<file path="src/rtl/fp_stack_tracker.sv">
module fp_stack_tracker #(
  parameter int DEPTH = 8,
  parameter logic [15:0] CW_INIT = 16'h037F
) (
  input  logic                     clk,
  input  logic                     rst,
  input  logic                     init_i,
  input  logic                     push_i,
  input  logic                     pop_i,
  input  logic                     dec_i,
  input  logic                     inc_i,
  input  logic                     free_i,
  input  logic [$clog2(DEPTH)-1:0] free_idx_i,
  input  logic                     cmp_i,
  input  logic [1:0]               cmp_res_i,
  input  logic                     raise_i,
  input  logic [5:0]               raise_flags_i,
  input  logic                     cw_we_i,
  input  logic [15:0]              cw_i,
  output logic [15:0]              status_o,
  output logic [DEPTH-1:0]         tags_o,
  output logic [15:0]              ctrl_o,
  output logic                     illegal_o
);
  localparam int PTR_W = $clog2(DEPTH);
  localparam logic [15:0] PTR_MASK = 16'(((1 << PTR_W) - 1) << 11);
  localparam logic [15:0] CC_MASK  = 16'h4700;
  localparam logic [15:0] CMP_MASK = 16'h4500;

  logic [PTR_W-1:0] top_q, top_d;
  logic [DEPTH-1:0] empty_q, empty_d;
  logic [15:0]      sw_q, sw_d, cw_q, cw_d;
  logic [PTR_W-1:0] below, above, free_slot;
  logic [15:0]      cc_pat;

  assign below     = top_q - 1'b1;
  assign above     = top_q + 1'b1;
  assign free_slot = top_q + free_idx_i;
  assign illegal_o = $countones({push_i, pop_i, dec_i, inc_i}) > 1;

  always_comb begin
    case (cmp_res_i)
      2'd0:    cc_pat = 16'h0100;
      2'd1:    cc_pat = 16'h4000;
      2'd2:    cc_pat = 16'h0000;
      default: cc_pat = 16'h4500;
    endcase
  end

  always_comb begin
    top_d   = top_q;
    empty_d = empty_q;
    sw_d    = sw_q;
    cw_d    = cw_we_i ? cw_i : cw_q;
    if (free_i) empty_d[free_slot] = 1'b1;
    if (!illegal_o) begin
      if (push_i) begin
        top_d = below;
        empty_d[below] = 1'b0;
      end
      if (pop_i) begin
        empty_d[top_q] = 1'b1;
        top_d = above;
      end
      if (dec_i) begin
        top_d = below;
        sw_d  = sw_d & ~CC_MASK;
      end
      if (inc_i) begin
        top_d = above;
        sw_d  = sw_d & ~CC_MASK;
      end
    end
    if (cmp_i) sw_d = (sw_d & ~CMP_MASK) | cc_pat;
    if (raise_i) begin
      sw_d[5:0] = sw_d[5:0] | raise_flags_i;
      if ((sw_d[5:0] & ~cw_q[5:0]) != 6'd0) sw_d = sw_d | 16'h8080;
    end
  end

  always_ff @(posedge clk) begin
    if (rst || init_i) begin
      top_q   <= '0;
      empty_q <= '1;
      sw_q    <= '0;
      cw_q    <= CW_INIT;
    end else begin
      top_q   <= top_d;
      empty_q <= empty_d;
      sw_q    <= sw_d;
      cw_q    <= cw_d;
    end
  end

  assign status_o = (sw_q & ~PTR_MASK) | (16'(top_q) << 11);
  assign tags_o   = ~empty_q;
  assign ctrl_o   = cw_q;

  a_r2_push_moves_down: assert property (@(posedge clk) disable iff (rst)
    push_i && !illegal_o && !init_i |=> !empty_q[top_q] && top_q == PTR_W'($past(top_q) - 1'b1));

  a_r3_pop_moves_up: assert property (@(posedge clk) disable iff (rst)
    pop_i && !illegal_o && !init_i |=> empty_q[$past(top_q)] && top_q == PTR_W'($past(top_q) + 1'b1));

  a_r10_illegal_holds_ptr: assert property (@(posedge clk) disable iff (rst)
    illegal_o && !init_i |=> $stable(top_q));

  a_r7_unordered: assert property (@(posedge clk) disable iff (rst)
    cmp_i && cmp_res_i == 2'd3 && !init_i |=> (status_o & CMP_MASK) == CMP_MASK);

  a_r7_greater: assert property (@(posedge clk) disable iff (rst)
    cmp_i && cmp_res_i == 2'd2 && !init_i |=> (status_o & CMP_MASK) == 16'h0000);

  a_r8_unmasked_summary: assert property (@(posedge clk) disable iff (rst)
    raise_i && !init_i && ((raise_flags_i & ~cw_q[5:0]) != 6'd0) |=> status_o[7] && status_o[15]);

  a_r11_init_state: assert property (@(posedge clk) disable iff (rst)
    init_i |=> ctrl_o == CW_INIT && status_o == 16'h0000 && tags_o == '0);
endmodule

</file>
<file path="config.mk">
export PLATFORM = sky130hd
export DESIGN_NAME = fp_stack_tracker
export DESIGN_NICKNAME = d
export VERILOG_FILES = /design/src/rtl/fp_stack_tracker.sv
export SDC_FILE = /design/constraint.sdc
export NUM_CORES = 1
export LEC_CHECK = 0
export CORE_AREA = 4 4 61 63
export CTS_CLUSTER_SIZE = 24
export DETAILED_ROUTE_END_ITERATION = 8
export DIE_AREA = 0 0 65 67
export DONT_BUFFER_PORTS = 1
export PLACE_DENSITY_LB_ADDON = 0.05
export SLEW_MARGIN = 20
export SYNTH_ARGS = -nofsm -noshare
export SYNTH_HDL_FRONTEND = slang
export SYNTH_SLANG_ARGS = --single-unit
</file>
<file path="constraint.sdc">
create_clock -name clk -period 3.8 [get_ports clk]
set_input_delay 0 -clock clk [delete_from_list [all_inputs] [get_ports clk]]
set_output_delay 0 -clock clk [all_outputs]
set_load 0.01 [all_outputs]
</file>
# After elaboration in Yosys (flattened, before gate mapping)
# Index checks and enable logic that the tools add are counted.
dict set report classes {
  n_reduce_logical 8
  bitwise 11
  n_eq_ne 2
  mux 22
  magnitude_cmp 7
  n_addsub 6
}
# op n
set op_table {}
lappend op_table {{$mux W16} 3}
lappend op_table {{$mux W15} 3}
lappend op_table {{$pmux W15 S3} 1}
lappend op_table {{$mux W8} 5}
lappend op_table {{$not A8 Y8} 2}
lappend op_table {{$or A16 B14 Y16} 1}
lappend op_table {{$or A16 B15 Y16} 1}
lappend op_table {{$or A8 B8 Y8} 2}
lappend op_table {{$lt A3 B4 Y1 const B} 3}
lappend op_table {{$mux W3} 4}
lappend op_table {{$demux W1 S3} 3}
lappend op_table {{$ge A3 B1 Y1 const B} 3}
lappend op_table {{$and A8 B8 Y8} 1}
lappend op_table {{$and A6 B6 Y6} 1}
lappend op_table {{$not A6 Y6} 1}
lappend op_table {{$or A6 B6 Y6} 1}
lappend op_table {{$reduce_bool A6 Y1} 1}
lappend op_table {{$add A1 B1 Y2} 2}
lappend op_table {{$reduce_bool A4 Y1} 1}
lappend op_table {{$add A2 B2 Y3} 1}
lappend op_table {{$add A3 B1 Y3 const B} 1}
lappend op_table {{$add A3 B3 Y3} 1}
lappend op_table {{$gt A3 B1 Y1 const B} 1}
lappend op_table {{$logic_and A1 B1 Y1} 3}
lappend op_table {{8 further kinds} 10}
dict set report totals {
  in_bits 38
  word_cells 60
  out_inout_bits 41
  ff_bits 43
}

# Longest topological paths before layout
dict set report depth {
  word_depth 13
  mapped_depth 7
  ltp_nobuf 7
}

# Worst setup path before layout
# OpenSTA, ideal clock, no wires.
dict set report synth_timing {
  path_type {register to register}
  start {register top_q[0]}
  end {register empty_q[7]}
  period_less_slack_ps 1903
  setup_ps 129
  path_buffers 0
  path_stages_with_launch 8
  required_time_ps 3671
  t_arrival_ps 1774
  slack_ps 1897
  cell_sequence {dfxtp_1 ha_1 inv_1 fa_1 xnor2_2 xor2_2 a311oi_1 a22oi_1}
}
dict set report synth_between {
  elab_chain_len 13
  elab_cells_between_ends 26
  cone_classes {2 x add/sub; 6 x order compare; 11 x mux; 4 x bitwise; 3 x reduce/logical}
}
# item line_no
set synth_rtl {}
lappend synth_rtl {{start, declared} 30} ;# logic [PTR_W-1:0] top_q, top_d;
lappend synth_rtl {{start signal, assigned} 88} ;# top_q <= top_d;
lappend synth_rtl {{$add A3 B3 Y3} 38} ;# assign free_slot = top_q + free_idx_i;
lappend synth_rtl {{$lt A3 B4 Y1 (implied by the code) or $ge A3 B1 Y1 (tied branches)} 55} ;# if (free_i) empty_d[free_slot] = 1'b1;
lappend synth_rtl {{$logic_and A1 B1 Y1 (implied by the code)} 55}
lappend synth_rtl {{$mux W1 (implied by the code)} 55}
lappend synth_rtl {{$demux W1 S3} 55}
lappend synth_rtl {{$or A8 B8 Y8 (no line)} -}
lappend synth_rtl {{$mux W8} 55}
lappend synth_rtl {{$and A8 B8 Y8 (no line)} -}
lappend synth_rtl {{$mux W8} 57} ;# if (push_i) begin
lappend synth_rtl {{$mux W8} 56} ;# if (!illegal_o) begin
lappend synth_rtl {{$or A8 B8 Y8 (no line)} -}
lappend synth_rtl {{$mux W8} 61} ;# if (pop_i) begin
lappend synth_rtl {{$mux W8 (*)} 56}
lappend synth_rtl {{end signal, assigned} 89} ;# empty_q <= empty_d;
lappend synth_rtl {{end, declared} 31} ;# logic [DEPTH-1:0] empty_q, empty_d;
# Mark *: on every way between the ends. The rest lies on a longest branch, timed or not. The select of a mux whose other input is x is not followed.
# A chain may end at the register's enable or synchronous reset.

# Final worst setup path
dict set report layout_timing {
  start {register top_q[0]}
  end {register empty_q[1]}
}
# Same word-level chain as after synthesis.

==> results.py <==
metrics = {
    "run_status": {
        "outcome": "completed",
    },
    "sta": {
        "fin_skew_ns": 0.00470,
        "timing.fmax_mhz": 389,
        "hold_slack_ns": 0.0279,
        "finalMaxSlewViolations": 0,
        "period_share_pct": 67.7,
        "relSlewSlack_pct": 37.1,
        "fin_crit_ns": 2.57,
        "final-setup-viol-count": 0,
        "rsz0062_at_grt": "no",
        "worst_slew_pin_slew_ns": 0.939,
        "setup_slack_ns": 1.23,
        "final_hold_viol_count": 0,
        "setup_tns_ns": 0,
    },
    "route": {
        "first_pass_iters": 6,
        "antenna_left": 0,
        "route.detailed.wl_per_inst_um": 17.6,
        "vias": 1783,
        "viasPerCell": 5.71,
        "first_iter_violations": 112,
        "drc_errors": 0,
        "finalWirelength_um": 5480,
    },
    "synthesis": {
        "synth_area_leaders": "dfxtp_1 41%, mux2i_1 8.7%, nor2_1 5.1%",
        "yosys_most_used_dff": "dfxtp_1",
        "synth_edf_count": 0,
        "synth_cells": 208,
        "synth_top_area_share_pct": 41.1,
        "async_flop_share_pct": 0,
        "synth_seq_area_share_pct": 41.1,
        "synth.distinct_cells": 44,
        "yosys_warnings": 0,
        "post-synth-top-count-cell": "dfxtp_1",
        "yosys.area.top_type": "dfxtp_1",
        "syn-mean-instance-area_sq_um": 8.89,
        "ys_seq_elements": 38,
        "synth_common_cells": "38 x dfxtp_1, 25 x nor2_1, 17 x inv_1, 17 x nand2_1, 16 x mux2i_1",
        "syn_area_sq_um": 1850,
    },
    "global_routing": {
        "grt_max_degree": 32,
        "grt_pass1_wl_um": 8400,
        "grtUsageTotal_pct": 25.9,
        "grt_antenna_before_repair": 0,
        "overflow": 0,
        "first_global_vias": 1781,
    },
    "worst_hold_path": {
        "min_path_type": "input port to register",
        "min_from": "dec_i",
    },
    "cts": {
        "htreeDepth": 2,
        "cts.sinks": 38,
        "clkTransAtPathRegs_ns": 0.12,
        "cts_resized": 0,
        "clockRootBuffer": "clkbuf_4",
        "cts_inserted_buffers": 5,
        "cts_setup_buffers": 0,
        "clock_latency_ns": 0.35,
        "cts.path.max_buffers": 2,
        "cts_tree": "yes",
    },
    "flow_run": {
        "maxCapViolations": 0,
    },
    "cells_and_area": {
        "area_growth_pct": 35.2,
        "regArea_sq_um": 761,
        "diodes": 0,
        "finalNonFillerCells": 312,
        "drive_gt1_share_pct": 7.52,
        "fillers": 238,
        "multi_input_area_sq_um": 970,
        "fin_nets": 311,
    },
    "floorplan": {
        "core-area_sq_um": 3230,
        "pin_count": 79,
        "fp.dieW_um": 65,
        "start_util_pct": 57.2,
        "core.rowCount": 21,
        "die_area_sq_um": 4360,
        "fp.dieH_um": 67,
    },
    "placement": {
        "dp_worst_setup_slack_ns": 1.75,
        "gp_congestion": 0.927,
        "dp_cells": 246,
        "io_buffers": 0,
        "place_hpwl_um": 3180,
    },
    "worst_setup_path": {
        "path_max_fanout": 7,
        "cp.required_ns": 4.10,
        "r2r_setup_slack_ns": 1.23,
        "critPathCaptureType": "register",
        "crit_start": "top_q[0]$_SDFFE_PP0P_",
        "crit_type": "register to register",
        "reg2reg_from": "top_q[0]$_SDFFE_PP0P_",
        "start_kind": "register",
        "arrival_ns": 2.87,
    },
    "pwr": {
        "ir_drop_uv": 319,
        "power_leakage_nw": 1.01,
        "powerDensity_nw_per_um2": 327,
    },
}
-- state kept, by name (all words and copies together), names as in the netlist --
signal / count
ctrl_o: 16
sw_q: 11
empty_q: 8
top_q: 3
-- stage by stage --
step	utilization [%]	total power (W)	cell area [sq um]
after global routing	77.4	0.000851	2500
final	77.4	0.000818	2500
after floorplan	-	0.000523	1850
after global placement	57.4	0.000531	1860
after CTS	77.4	0.000808	2500
after detailed placement	57.4	0.000534	1860
-- worst max-delay path, cell delays in order, from the launching register on --
cell	delay (ns)
dfxtp_1	0.53
ha_1	0.21
inv_1	0.05
fa_1	0.40
xnor2_2	0.18
xnor2_1	0.30
nand4_1	0.15
a21oi_1	0.14
dlygate4sd3_1	0.56
-- routing by layer --
metal	routed length [um]	up-vias	track usage, %
met5	0	-	0
met4	86	0	7.92
met3	447	13	8.09
met2	2880	95	48.8
met1	2060	845	27.3
li1	-	830	-
-- layout by cell type (no fill, tap or decap), types with 2 or more instances in the layout --
cell type      netlist  routed
a21oi_1             14      14
a22oi_1              4       4
nand3_1              3       3
o22ai_1              3       3
nor3_1               8       8
nor2b_1              3       3
clkbuf_4             0       5
dlygate4sd3_1        0      58
mux2i_1             16      16
nor3b_1              2       2
nand2_1             17      17
o21ai_0              2       2
ha_1                 6       6
conb_1               1       2
nor2_2               3       3
nor2_1              25      25
inv_1               17      17
a211oi_1             6       6
xnor2_1              2       2
nand4_1              6       6
dfxtp_1             38      38
fa_1                 2       2
nand2b_1             2       2
-- cells by family after synthesis --
family	synth area share (%)
and+or+nand+nor	19.8
xor gates and xnor gates	3.18
adders and majority gates	6.22
muxes	8.66
other	0.203
DFF	41.1
buffers and inverters	6.63
AOI/OAI and AO/OA	14.1
-- where the power goes --
| part | total, W | switching (W) | internal (W) |
|---|---|---|---|
| Clock | 0.000234 | 0.000145 | 0.0000890 |
| Combinational | 0.000155 | 0.0000751 | 0.0000798 |
| Sequential | 0.000429 | 0.0000189 | 0.000410 |
-- timing repair --
| item | CTS | global route |
|---|---|---|
| endpoints found under the hold margin | 35 | 0 |
| hold buffers | 58 | 0 |
| endpoints found under the setup margin | 0 | 0 |
-- final cells by class --
cell class	instances	share of cell area, %
multi-input combinational	144	38.8
sequential	38	30.4
timing repair buffer	58	23.2
inverter	18	2.70
tap	46	2.30
clock buffer	6	2.05
clock inverter	2	0.501
-- final timing paths --
check / to / cells past startpoint
setup / recovery: empty_q[1]$_SDFF_PP1_ / 8
hold / removal: empty_q[3]$_SDFF_PP1_ / 4
setup reg to reg: empty_q[1]$_SDFF_PP1_ / 8
hold reg to reg: sw_q[7]$_SDFFE_PP0P_ / 2
No activity file was read; power rests on OpenSTA's default activity.
